--- src/rtl/brk_pkg.sv ---
// Shared definitions for the break-field reception controller.
// Assumes: register layout is fixed; the hunt state needs one bit.
package brk_pkg;
    typedef enum logic {ST_IDLE = 1'b0, ST_HUNT = 1'b1} brk_state_e;

    localparam int FLAG_POS  = 7;
    localparam int TRIG_POS  = 6;
    localparam int ORDER_POS = 1;
    localparam int INV_POS   = 0;
    localparam logic [3:0] FIXED_BITS = 4'b0101;
    localparam logic [1:0] CFG_RESET  = 2'b10;
endpackage

--- src/rtl/brk_cfg_reg.sv ---
// Holds bit-order and transmit-polarity selects, and applies polarity to TxD.
// Assumes: bits may only change while transmit and receive are both disabled.
module brk_cfg_reg
    import brk_pkg::*;
#(
    parameter int CFG_W = 2
) (
    input  logic             clk,
    input  logic             rst_n,
    input  logic             wr_en,
    input  logic [CFG_W-1:0] wr_cfg,
    input  logic             tx_en,
    input  logic             rx_en,
    input  logic             txd_raw,
    output logic [CFG_W-1:0] cfg_q,
    output logic             txd_out
);
    logic unlocked;

    // Configuration may change only when both directions are off.
    always_comb unlocked = !tx_en && !rx_en;

    // Configuration storage with reset value.
    always_ff @(posedge clk) begin
        if (!rst_n) begin
            cfg_q <= CFG_RESET;
        end else if (wr_en && unlocked) begin
            cfg_q <= wr_cfg;
        end
    end

    // Polarity select on the transmit line.
    always_comb txd_out = cfg_q[INV_POS] ? ~txd_raw : txd_raw;
endmodule

--- src/rtl/brk_detector.sv ---
// Counts consecutive low RxD samples on bit strobes; a high sample ends the run.
// Assumes: bit_tick is one cycle wide; count is cleared when disarmed or restarted.
module brk_detector #(
    parameter int BRK_BITS = 11,
    localparam int CNT_W = $clog2(BRK_BITS + 1)
) (
    input  logic clk,
    input  logic rst_n,
    input  logic armed,
    input  logic restart,
    input  logic bit_tick,
    input  logic rxd,
    output logic succ_q,
    output logic err_q
);
    localparam logic [CNT_W-1:0] THR = CNT_W'(BRK_BITS);

    logic [CNT_W-1:0] low_cnt;
    logic             sample_hi;
    logic             sample_lo;

    // Strobe qualifiers while armed.
    always_comb begin
        sample_hi = armed && !restart && bit_tick && rxd;
        sample_lo = armed && !restart && bit_tick && !rxd;
    end

    // Saturating low-run counter.
    always_ff @(posedge clk) begin
        if (!rst_n || !armed || restart || sample_hi) begin
            low_cnt <= '0;
        end else if (sample_lo && low_cnt != THR) begin
            low_cnt <= low_cnt + 1'b1;
        end
    end

    // Registered outcome pulses at the end of a low run.
    always_ff @(posedge clk) begin
        if (!rst_n) begin
            succ_q <= 1'b0;
            err_q  <= 1'b0;
        end else begin
            succ_q <= sample_hi && (low_cnt >= THR);
            err_q  <= sample_hi && (low_cnt != '0) && (low_cnt < THR);
        end
    end
endmodule

--- src/rtl/brk_seq.sv ---
// Hunt sequencer: accepts the trigger, holds the status flag, raises the interrupt.
// Assumes: a trigger wins over a detector outcome arriving in the same cycle.
module brk_seq
    import brk_pkg::*;
(
    input  logic clk,
    input  logic rst_n,
    input  logic pwr_en,
    input  logic rx_en,
    input  logic trig_req,
    input  logic succ,
    input  logic err,
    output logic hunting,
    output logic restart,
    output logic irq
);
    brk_state_e state_q, state_d;
    logic       live;
    logic       irq_d;

    // The receive path is live only with power and receive enabled.
    always_comb live = pwr_en && rx_en;

    // Next-state selection.
    always_comb begin
        state_d = state_q;
        irq_d   = 1'b0;
        restart = 1'b0;
        if (!live) begin
            state_d = ST_IDLE;
        end else if (trig_req) begin
            state_d = ST_HUNT;
            restart = 1'b1;
        end else begin
            case (state_q)
                ST_HUNT: begin
                    if (succ) begin
                        state_d = ST_IDLE;
                        irq_d   = 1'b1;
                    end else if (err) begin
                        state_d = ST_HUNT;
                    end
                end
                default: state_d = ST_IDLE;
            endcase
        end
    end

    // State and interrupt registers.
    always_ff @(posedge clk) begin
        if (!rst_n) begin
            state_q <= ST_IDLE;
            irq     <= 1'b0;
        end else begin
            state_q <= state_d;
            irq     <= irq_d;
        end
    end

    // Flag view of the state.
    always_comb hunting = (state_q == ST_HUNT);
endmodule

--- src/rtl/brk_rx_ctrl.sv ---
// Top of the break-field reception controller: bus register, sequencer, detector.
// Assumes: single-cycle bus writes, reads are combinational from registers.
module brk_rx_ctrl
    import brk_pkg::*;
#(
    parameter int BRK_BITS = 11
) (
    input  logic       clk,
    input  logic       rst_n,
    input  logic       bus_wr,
    input  logic [7:0] bus_wdata,
    output logic [7:0] bus_rdata,
    input  logic       pwr_en,
    input  logic       tx_en,
    input  logic       rx_en,
    input  logic       bit_tick,
    input  logic       rxd,
    input  logic       txd_raw,
    output logic       txd_out,
    output logic       lsb_first,
    output logic       brk_irq
);
    localparam int CFG_W = 2;

    logic [CFG_W-1:0] cfg_q;
    logic             trig_req;
    logic             hunting;
    logic             restart;
    logic             succ;
    logic             err;

    // Trigger request from a bus write of bit 6.
    always_comb trig_req = bus_wr && bus_wdata[TRIG_POS];

    brk_cfg_reg #(.CFG_W(CFG_W)) i_cfg (
        .clk     (clk),
        .rst_n   (rst_n),
        .wr_en   (bus_wr),
        .wr_cfg  (bus_wdata[CFG_W-1:0]),
        .tx_en   (tx_en),
        .rx_en   (rx_en),
        .txd_raw (txd_raw),
        .cfg_q   (cfg_q),
        .txd_out (txd_out)
    );

    brk_seq i_seq (
        .clk      (clk),
        .rst_n    (rst_n),
        .pwr_en   (pwr_en),
        .rx_en    (rx_en),
        .trig_req (trig_req),
        .succ     (succ),
        .err      (err),
        .hunting  (hunting),
        .restart  (restart),
        .irq      (brk_irq)
    );

    brk_detector #(.BRK_BITS(BRK_BITS)) i_det (
        .clk      (clk),
        .rst_n    (rst_n),
        .armed    (hunting),
        .restart  (restart),
        .bit_tick (bit_tick),
        .rxd      (rxd),
        .succ_q   (succ),
        .err_q    (err)
    );

    // Readback assembly; trigger bit always reads zero.
    always_comb begin
        bus_rdata = {hunting, 1'b0, FIXED_BITS, cfg_q};
        lsb_first = cfg_q[ORDER_POS];
    end
endmodule

--- config.mk ---
export PLATFORM = sky130hd
export DESIGN_NAME = brk_rx_ctrl
export DESIGN_NICKNAME = d
export VERILOG_FILES = /design/src/rtl/brk_pkg.sv /design/src/rtl/brk_cfg_reg.sv /design/src/rtl/brk_detector.sv /design/src/rtl/brk_seq.sv /design/src/rtl/brk_rx_ctrl.sv
export SDC_FILE = /design/constraint.sdc
export NUM_CORES = 1
export LEC_CHECK = 0
export BUFFER_PORTS_ARGS = -buffer_cell sky130_fd_sc_hd__buf_2
export CORE_UTILIZATION = 30
export DETAILED_ROUTE_END_ITERATION = 12
export PLACE_DENSITY = 0.67
export SLEW_MARGIN = 5
export SYNTH_ARGS = -nofsm -noshare
export SYNTH_HDL_FRONTEND = slang
export SYNTH_HIERARCHICAL = 1
export SYNTH_SLANG_ARGS = --single-unit
--- constraint.sdc ---
create_clock -name clk -period 2.6 [get_ports clk]
set_input_delay 0.39 -clock clk [delete_from_list [all_inputs] [get_ports clk]]
set_output_delay 0.39 -clock clk [all_outputs]
set_load 0.02 [all_outputs]
# --- Word-level counts from Yosys, hierarchy flattened ---
# Cells that the tools add are included.
totals:
  register_bits: 9
  inputBits: 17
op_classes:
  n_addsub: 1
  magnitude_cmp: 1
  eq_ne: 1
  muxes: 7
  bitwise: 4
  n_reduce_logical: 21
ops:
  columns: ["op", "n"]
  rows:
  - ["1-bit logical AND", 10]
  - ["1-bit 2-to-1 mux", 7]
  - ["1-bit zero test", 6]
  - ["4-bit by 1-bit adder with 4-bit output (second input constant)", 1]
  - ["4-bit greater-or-equal comparator (second input constant)", 1]
  - ["4-bit != test (second input constant)", 1]
  - ["1-bit NOT", 4]
  - ["4-bit OR reduction", 1]
  - ["1-bit logical OR", 3]
  - ["2-bit AND reduction", 1]

# --- Logic depth before layout (Yosys ltp) ---
# Gate-level depths: netlist of the first run.
logic_depth:
  depth_word: 8
  depth_mapped: 5
  ltp_nobuf: 5

# --- Hierarchy ---
# The synthesis of the first run kept the hierarchy.
modules_own_cells:
  columns: ["mod", "instances", "cells_per_inst", "area_each_um2", "seq_area_each_um2"]
  rows:
  - ["brk_detector", 1, 37, 324.1, 120.1]
  - ["brk_cfg_reg", 1, 10, 101.3, 40.0]
  - ["brk_seq", 1, 9, 80.1, 40.0]
  - ["brk_rx_ctrl", 1, 10, 66.3, 0.0]

# --- Worst setup path before layout of the first run ---
# Ideal clock, no wire load.
synth_path:
  kind: "input-to-reg"
  from: "input port bus_wr"
  to: "register i_det.low_cnt[3]"
  setup_time_ns: 0.070
  arrival_ns: 1.405
  required_ns: 2.530
  path_slack_ns: 1.125
  cell_stages: 5
  n_path_buf: 0
  path_cell_list: "and2_1 -> and3_1 -> nand4bb_4 -> or3_1 -> a21oi_1"
synth_via:
  elab_chain_len: 8
synth_rtl:
  columns: ["element", "line_no", "source"]
  rows:
  - ["start: declaration", "brk_rx_ctrl.sv:10", "input logic bus_wr,"]
  - ["1-bit logical AND *", "brk_rx_ctrl.sv:33", "always_comb trig_req = bus_wr && bus_wdata[TRIG_POS];"]
  - ["1-bit 2-to-1 mux *", "brk_seq.sv:31", "end else if (trig_req) begin"]
  - ["1-bit 2-to-1 mux *", "brk_seq.sv:29", "if (!live) begin"]
  - ["net restart", "brk_rx_ctrl.sv:28", "logic restart;"]
  - ["1-bit zero test", "brk_detector.sv:24, brk_detector.sv:25", null]
  - ["1-bit logical AND (2 in series)", "brk_detector.sv:24, brk_detector.sv:25", null]
  - ["1-bit logical AND (on tied branches)", "brk_detector.sv:25, brk_detector.sv:24", null]
  - ["1-bit logical AND or 1-bit logical OR (tied branches)", "brk_detector.sv:32, brk_detector.sv:30", null]
  - ["end signal: assignment", "brk_detector.sv:33", "low_cnt <= low_cnt + 1'b1;"]
  - ["end: declaration", "brk_detector.sv:18", "logic [CNT_W-1:0] low_cnt;"]
# The timed path passes the listed nets; every way through them passes the cells marked *.
# A chain may end at the register's enable or synchronous reset.

# --- Worst setup path after layout of the first run ---
layout_path:
  from: "input port bus_wr"
  to: "register i_det.low_cnt[3]"
layout_via:
  elab_chain_len: 8
layout_rtl:
  columns: ["element", "line_no", "source"]
  rows:
  - ["1-bit logical AND *", "brk_rx_ctrl.sv:33", null]
  - ["net trig_req", "brk_rx_ctrl.sv:26", "logic trig_req;"]
  - ["1-bit 2-to-1 mux *", "brk_seq.sv:31", null]
  - ["1-bit 2-to-1 mux *", "brk_seq.sv:29", null]
  - ["net restart", "brk_rx_ctrl.sv:28", null]
  - ["1-bit zero test", "brk_detector.sv:24, brk_detector.sv:25", null]
  - ["1-bit logical AND (2 in series)", "brk_detector.sv:24, brk_detector.sv:25", null]
  - ["1-bit logical AND (on tied branches)", "brk_detector.sv:25, brk_detector.sv:24", null]
  - ["1-bit logical AND or 1-bit logical OR (tied branches)", "brk_detector.sv:32, brk_detector.sv:30", null]
# Marks and branches as above.

==> reports/qor.txt, run 1 <==
initial antenna violation count = 0
synthesized area = 538 sq um
flop2flop setup slack = 1.43 ns
TritonCTS clock tree = built
outcome = complete, no violations
clock transition at the registers of the reported paths = 0.06 ns
Power Density = 448 nW/um^2
CP startpoint kind = input port
unrepaired setup endpoints after global routing = no
Worst Reg-to-Reg Cells = 3
H-tree depth = 1
largest net degree at the start of global routing = 7
vias in the first global route = 397
CTS buffer count = 3
die area = 1970 sq um
VDD IR max = 0.173 mV
reg2reg end = i_det/low_cnt[3]
dpl cell area = 612 sq um
Synth Area per Inst = 8.68 sq um
# rows = 14
Layout Nets = 99
Critical Path AT = 1.60 ns
First-pass DRT Iterations = 4
Total Routed Length = 909 um
RD Place Congestion = 0.718
fin area = 638 sq um
Vias = 466
synth-to-layout area growth = 18.6%
setup TNS = 0 ns
drt wl/cell = 8.83 um
sink count of the clock tree = 9
vias per cell = 4.52
Ys Warns = 6
Iter 0 DRT Violations = 9
reg2reg start = i_seq/hunting
largest fanout on the critical path = 5
clock tree root driver cell = clkbuf_4
crit path time final = 1.41 ns
DRC = 0
final hold violations = 0
# setup viols final = 0
worst hold stages = 2
gr ovfl total = 0
postcts setup bufs = 0
remaining antenna violation count = 0
Port Buf Inserts = 17
Min-Delay Path Class = in2reg
Setup crit end kind = flop
Starting Density = 0.338
crit path kind = in2reg
final period utilization = 0.541
worst skew pair latency = 0.26 ns
layout cell share with drive strength beyond 1 = 0.304
CP endpoint = i_det/low_cnt[3]
FMAX = 0.710 GHz
# diodes = 0
post-DP HPWL = 735 um
gr usage total = 0.114
I/O pin count = 28
skew final = 0.000589 ns
maximum buffer depth of the clock tree = 2
# hold bufs at CTS = 0
post-cts resize count = 0
WP data required = 2.79 ns
die height = 44.4 um
cells after synthesis = 62
Leak = 0.000255 uW
core area = 1590 sq um
MaxCap Viol Count = 0
worst setup path start = bus_wr
chip width = 44.4 um
fin. max-slew vios = 0
power consumption = 286 uW
first-pass GRT wire length = 1500 um
## flip-flops by register name, indices dropped and copies added, names as in the netlist
name	cells
i_det/low_cnt	4
i_seq/irq	1
i_seq/hunting	1
i_det/succ_q	1
i_cfg/cfg_q	2
## stage by stage
step / hold WS [ns] / cells / setup slack, ns / utilization
floorplan: 0.431 / 65 / 1.12 / -
finish: 0.372 / 103 / 1.19 / 0.400
detailed placement: 0.459 / 99 / 0.916 / 0.384
global placement: 0.442 / 99 / 0.945 / 0.384
CTS: 0.360 / 103 / 1.20 / 0.400
global route: 0.366 / 103 / 1.16 / 0.400
## report_power, final
part | total [uW] | internal (uW) | switching (uW)
Sequential | 141 | 139 | 1.44
Combinational | 35.8 | 14.2 | 21.6
Clock | 109 | 59.2 | 50.0
## how the worst min path moves through the flow
stage / from / endpoint / slack, ns
floorplan: i_det/succ_q / i_seq/irq / 0.43
global placement: i_det/succ_q / i_seq/irq / 0.44
detailed placement: i_det/succ_q / i_seq/irq / 0.46
CTS: rst_n / i_cfg/cfg_q[1] / 0.36
global route: rst_n / i_cfg/cfg_q[1] / 0.37
finish: rst_n / i_cfg/cfg_q[1] / 0.37
## layer usage
layer | GRT usage | wire (um) | up-vias
li1 | - | - | 234
met1 | 0.104 | 378 | 216
met2 | 0.179 | 462 | 14
met3 | 0.0490 | 44 | 2
met4 | 0.127 | 23 | 0
met5 | 0 | 0 | -
## layout by cell type, fill, tap and decap left out
| master | n |
|---|---|
| nor3_1 | 1 |
| clkbuf_4 | 3 |
| ha_1 | 2 |
| dfxtp_1 | 9 |
| inv_1 | 5 |
| o21ai_0 | 5 |
| nand4bb_1 | 1 |
| or3_1 | 1 |
| and2_1 | 1 |
| xor2_1 | 1 |
| clkbuf_1 | 1 |
| nor3b_2 | 1 |
| nor3_2 | 1 |
| nand3b_1 | 2 |
| mux2i_1 | 1 |
| and3b_1 | 1 |
| and3_1 | 1 |
| and4bb_2 | 1 |
| nand3_1 | 5 |
| buf_2 | 17 |
| o211ai_1 | 1 |
| a21oi_1 | 5 |
| nand2_1 | 4 |
| nand2b_1 | 2 |
| nand4bb_4 | 1 |
| conb_1 | 5 |
| nor2_1 | 1 |
## final cells by class
class / instances / area, sq um
inverter: 5 / 18.8
tap: 24 / 30.0
sequential: 9 / 180
multi-input combinational: 44 / 298
timing repair buffer: 17 / 85.1
clock buffer: 4 / 26.3
fill: 167 / 956
## worst max-delay path, stage by stage
cell and delay, ns:
buf_2 0.11, and2_1 0.17, and3_1 0.20, nand4bb_4 0.22, or3_1 0.36, a21oi_1 0.15
(Power assumes the default switching activity.)
==> run 2: changes to the inputs <==
--- a/config.mk
+++ b/config.mk
@@ -5,6 +5,7 @@
 export SDC_FILE = /design/constraint.sdc
 export NUM_CORES = 1
 export LEC_CHECK = 0
+export ABC_AREA = 1
 export BUFFER_PORTS_ARGS = -buffer_cell sky130_fd_sc_hd__buf_2
 export CORE_UTILIZATION = 30
 export DETAILED_ROUTE_END_ITERATION = 12
==> constraint.sdc (replaced) <==
create_clock -name clk -period 1.3 [get_ports clk]
set_input_delay 0.195 -clock clk [delete_from_list [all_inputs] [get_ports clk]]
set_output_delay 0.195 -clock clk [all_outputs]
set_load 0.02 [all_outputs]
==> run 2 against run 1 <==
  * Non-clock buffer count is the same
  * Global-route usage shrank 0.32 points
  * Power grew 100%
  * Sequential power grew 100%
==> reports/qor.txt, run 2 <==
outcome = complete, no violations (unchanged)
Iter 0 DRT Violations = 3 (was 9)
vias in the first global route = 396 (was 397)
Port Buf Inserts = 17 (unchanged)
Sequential Power Share = 0.486 (was 0.493)
commonest non-fill, non-tap cells in the layout = buf_2, nand2_1, nor2_1 (was buf_2, dfxtp_1)
layout cell share with drive strength beyond 1 = 0.320 (was 0.304)
Leak = 0.000290 uW (was 0.000255 uW)
WP data required = 1.11 ns (was 2.79 ns)
post-DP HPWL = 813 um (was 735 um)
Critical Path AT = 0.98 ns (was 1.60 ns)
Setup crit end kind = output pin (was flop)
crit path time final = 1.17 ns
switching part of the total power = 0.270 (was 0.255)
sink count of the clock tree = 9 (unchanged)
vias per cell = 4.34 (was 4.52)
synth-to-layout area growth = 17.9% (was 18.6%)
Starting Density = 0.324 (was 0.338)
CP startpoint kind = flop (was input port)
DRC = 0 (unchanged)
H-tree depth = 1 (unchanged)
crit path kind = reg2out (was in2reg)
clock share of power = 0.374 (was 0.382)
First-pass DRT Iterations = 3 (was 4)
postcts setup bufs = 0 (unchanged)
first-pass GRT wire length = 1550 um (was 1500 um)
maximum buffer depth of the clock tree = 2 (unchanged)
post-cts resize count = 0 (unchanged)
P_int = 426 uW (was 213 uW)
# hold bufs at CTS = 0 (unchanged)
FMAX = 0.854 GHz
# setup viols final = 0 (unchanged)
gr ovfl total = 0 (unchanged)
setup TNS = 0 ns (unchanged)
Power Density = 874 nW/um^2 (was 448 nW/um^2)
final period utilization = 0.901
# diodes = 0 (unchanged)
clock transition at the registers of the reported paths = 0.06 ns (about the same)
die height = 45.4 um (was 44.4 um)
fillers = 203 (was 167)
part of the power in combinational logic = 0.140 (was 0.125)
CTS buffer count = 3 (unchanged)
most flop-heavy register = i_det/low_cnt (unchanged)
fin. max-slew vios = 0 (unchanged)
largest fanout on the critical path = 3 (was 5)
drt wl/cell = 8.20 um (was 8.83 um)
MaxCap Viol Count = 0 (unchanged)
most common cell after layout, fill and taps aside = buf_2 (unchanged)
skew final = 0.00640 ns (was 0.000589 ns)
# rows = 15 (was 14)
RD Place Congestion = 0.794 (was 0.718)
final hold violations = 0 (unchanged)
worst skew pair latency = 0.26 ns (about the same)
Min-Delay Path Class = in2reg (unchanged)
cells after synthesis = 80 (was 62)
Switch Pwr = 157 uW (was 73.0 uW)
gr usage total = 0.111 (was 0.114)
Layout Nets = 117 (was 99)
clock tree root driver cell = clkbuf_4 (unchanged)
core area = 1750 sq um (was 1590 sq um)
unrepaired setup endpoints after global routing = no (unchanged)
VDD IR max = 0.317 mV (was 0.173 mV)
I/O pin count = 28 (unchanged)
Ys Warns = 6 (unchanged)
top flop regs = i_det/low_cnt x4, i_cfg/cfg_q x2 (unchanged)
TritonCTS clock tree = built (unchanged)
initial antenna violation count = 0 (unchanged)
die area = 2060 sq um (was 1970 sq um)
Synth Area per Inst = 7.07 sq um (was 8.68 sq um)
largest net degree at the start of global routing = 9 (was 7)
number of flip-flops in the largest register = 4 (unchanged)
chip width = 45.4 um (was 44.4 um)
power consumption = 583 uW (was 286 uW)
Total Routed Length = 1000 um (was 909 um)
Vias = 529 (was 466)
synthesized area = 566 sq um (was 538 sq um)
remaining antenna violation count = 0 (unchanged)
## run 2: changes by cell type in the layout (fill, tap and decap cells not counted), sizes merged, moves of 2 or more
cell     delta
inv         +5
nand2      +11
nand2b      -2
nand3       +5
nand4       +2
nand4bb     -2
nor2       +13
o21ai       -4
## run 2: through the flow
stage	cell area [sq um]	instances	hold slack (ns)	utilization	worst slack, ns
2_1_floorplan	577	83	0.279	-	0.244
6_report	667	122	0.195	0.382	0.129
3_5_place_dp	641	118	0.460	0.367	0.0579
5_1_grt	667	122	0.192	0.382	0.0809
4_1_cts	667	122	0.185	0.382	0.122
3_3_place_gp	641	118	0.448	0.367	0.0973
## run 2: cell type report
cell class | count | area (sq um) | share of cell area
inverter | 10 | 37.5 | 0.0563
clock buffer | 4 | 26.3 | 0.0394
multi-input combinational | 57 | 307 | 0.460
sequential | 9 | 180 | 0.270
timing repair buffer | 17 | 85.1 | 0.128
tap | 25 | 31.3 | 0.0469
## run 2: final timing paths
kind	from	cells after the start	slack [ns]	end
min	rst_n	2	0.19	i_cfg/cfg_q[1]
max	i_cfg/cfg_q[0]	2	0.13	txd_out
min reg2reg	i_det/succ_q	2	0.46	i_seq/irq
max reg2reg	i_det/low_cnt[0]	4	0.21	i_det/low_cnt[2]
## run 2: power groups by stage
stage / clock (uW) / sequential (uW) / combinational (uW)
2_1_floorplan: 0 / 293 / 55.4
3_3_place_gp: 0 / 289 / 80.1
3_5_place_dp: 0 / 290 / 81.8
4_1_cts: 231 / 283 / 82.0
5_1_grt: 246 / 284 / 89.5
6_report: 218 / 283 / 81.6
## run 2: critical path, stage by stage (launching register included)
cell and delay (ns):
dfxtp_1 0.37, xor2_1 0.16, buf_2 0.18
## run 2: per-layer routing
layer | global-route usage | vias to the layer above | wire length [um]
met5 | 0 | - | 0
met4 | 0.0727 | 0 | 17
met3 | 0.0595 | 5 | 71
met2 | 0.163 | 21 | 455
met1 | 0.124 | 230 | 457
li1 | - | 273 | -
==> run 3: changes to the inputs <==
--- a/config.mk
+++ b/config.mk
@@ -7,9 +7,9 @@
 export LEC_CHECK = 0
 export ABC_AREA = 1
 export BUFFER_PORTS_ARGS = -buffer_cell sky130_fd_sc_hd__buf_2
-export CORE_UTILIZATION = 30
+export CORE_UTILIZATION = 44
 export DETAILED_ROUTE_END_ITERATION = 12
-export PLACE_DENSITY = 0.67
+export PLACE_DENSITY = 0.87
 export SLEW_MARGIN = 5
 export SYNTH_ARGS = -nofsm -noshare
 export SYNTH_HDL_FRONTEND = slang
==> run 3 against run 2 <==
  * Via count down 3.4%
  * Worst setup slack better by 0.013 ns
  * Clock-buffer cell count unchanged
  * Highest routed layer unchanged
  * Sequential power about the same
  * Clock power up 4%
==> reports/qor.txt, run 3 (synthesis gave the netlist of run 2 again) <==
CTS buffer count = 3 (unchanged)
clock tree root driver cell = clkbuf_4 (unchanged)
Post-Place Cells = 107 (was 118)
top flop regs = i_det/low_cnt x4, i_cfg/cfg_q x2 (unchanged)
VDD IR max = 0.549 mV (was 0.317 mV)
crit path kind = reg2out (unchanged)
maximum buffer depth of the clock tree = 2 (unchanged)
fin. max-slew vios = 0 (unchanged)
crit path time final = 1.16 ns (was 1.17 ns)
skew final = 0.00136 ns (was 0.00640 ns)
largest net degree at the start of global routing = 9 (unchanged)
Leak = 0.000290 uW (unchanged)
setup TNS = 0 ns (unchanged)
worst skew pair latency = 0.27 ns (was 0.26 ns)
area of the multi-input gates = 307 sq um (unchanged)
post-DP HPWL = 729 um (was 813 um)
die height = 37.9 um (was 45.4 um)
Iter 0 DRT Violations = 5 (was 3)
met1 GRT Util = 0.175 (was 0.124)
fin cells = 111 (was 122)
met2 usage = 0.276 (was 0.163)
Critical Path AT = 0.96 ns (was 0.98 ns)
most used routing layer = met2 (unchanged)
fillers = 109 (was 203)
final period utilization = 0.890 (was 0.901)
commonest non-fill, non-tap cells in the layout = buf_2, nand2_1, nor2_1 (unchanged)
H-tree depth = 1 (unchanged)
layout cell share with drive strength beyond 1 = 0.320 (unchanged)
Power Density = 905 nW/um^2 (was 874 nW/um^2)
vias in the first global route = 413 (was 396)
TritonCTS clock tree = built (unchanged)
synth-to-layout area growth = 15.5% (was 17.9%)
MaxCap Viol Count = 0 (unchanged)
WP data required = 1.11 ns (about the same)
FMAX = 0.864 GHz (was 0.854 GHz)
first-pass GRT wire length = 1570 um (was 1550 um)
chip width = 37.9 um (was 45.4 um)
die area = 1430 sq um (was 2060 sq um)
number of flip-flops in the largest register = 4 (unchanged)
drt wl/cell = 9.09 um (was 8.20 um)
Setup crit end kind = output pin (unchanged)
I/O pin count = 28 (unchanged)
largest fanout on the critical path = 3 (unchanged)
DRC = 0 (unchanged)
clock transition at the registers of the reported paths = 0.06 ns (about the same)
# diodes = 0 (unchanged)
core area = 1160 sq um (was 1750 sq um)
# rows = 12 (was 15)
Port Buf Inserts = 17 (unchanged)
Layout Nets = 117 (unchanged)
RD Place Congestion = 0.690 (was 0.794)
vias per cell = 4.60 (was 4.34)
register area = 180 sq um (unchanged)
GR met3 Demand/Resource = 0.0893 (was 0.0595)
unrepaired setup endpoints after global routing = no (unchanged)
gr ovfl total = 0 (unchanged)
First-pass DRT Iterations = 4 (was 3)
# setup viols final = 0 (unchanged)
most flop-heavy register = i_det/low_cnt (unchanged)
most common cell after layout, fill and taps aside = buf_2 (unchanged)
postcts setup bufs = 0 (unchanged)
Starting Density = 0.489 (was 0.324)
outcome = complete, no violations (unchanged)
initial antenna violation count = 0 (unchanged)
critical path cell sequence = xor2_1, buf_2 (unchanged)
CP max stage cell = dfxtp_1 (unchanged)
post-cts resize count = 0 (unchanged)
Slowest Stage Delay on Critical Path = 0.38 ns (was 0.37 ns)
Min-Delay Path Class = in2reg (unchanged)
sink count of the clock tree = 9 (unchanged)
gr usage total = 0.169 (was 0.111)
remaining antenna violation count = 0 (unchanged)
# hold bufs at CTS = 0 (unchanged)
final hold violations = 0 (unchanged)
Vias = 511 (was 529)
CP startpoint kind = flop (unchanged)
Total Routed Length = 1010 um (was 1000 um)
[run 3: cell counts in the layout (fill, tap and decap cells not counted)]
Identical to the previous run, type by type.
[run 3: path summary, 6_finish.rpt]
path | depth (start not counted) | start | slack (ns) | end
setup / recovery | 2 | i_cfg/cfg_q[0] | 0.14 | txd_out
hold reg to reg | 2 | i_det/succ_q | 0.47 | i_seq/irq
setup reg to reg | 4 | i_det/low_cnt[0] | 0.18 | i_det/low_cnt[0]
hold / removal | 2 | rst_n | 0.17 | i_cfg/cfg_q[1]
[run 3: where the power goes]
group          internal, uW  total, uW  switching (uW)
clock                   119        227             108
sequential              279        283            3.58
combinational          27.7       81.0            53.3
total                   426        591             165
[run 3: area by class of cell]
cell class	count	share of cell area
repair buffers	17	0.130
flip-flops and latches	9	0.276
multi-input cells	57	0.469
inverters	10	0.0575
clock buffers	4	0.0402
well taps	14	0.0268
[run 3: per-layer routing]
layer / wire length (um) / part of all wire / vias up
met2: 453 / 0.45 / 24
met3: 79 / 0.078 / 2
met5: 0 / 0 / -
li1: - / - / 273
met1: 468 / 0.46 / 212
met4: 8 / 0.0079 / 0
[run 3: worst max-delay path, delay by kind of cell (launching register included)]
family | cells | cell delay, ns
flops | 1 | 0.38
buf+inv | 1 | 0.17
xor+xnor | 1 | 0.14
[run 3: metrics by stage]
stage                     setup slack, ns  cell area, sq um  utilization  hold slack, ns  power [uW]
after floorplan                     0.244               577            -           0.279         348
after global placement              0.106               627        0.542           0.446         369
after detailed placement           0.0810               627        0.542           0.450         370
after CTS                           0.131               653        0.565           0.170         596
after global routing               0.0679               653        0.565           0.172         625
final                               0.143               653        0.565           0.173         591
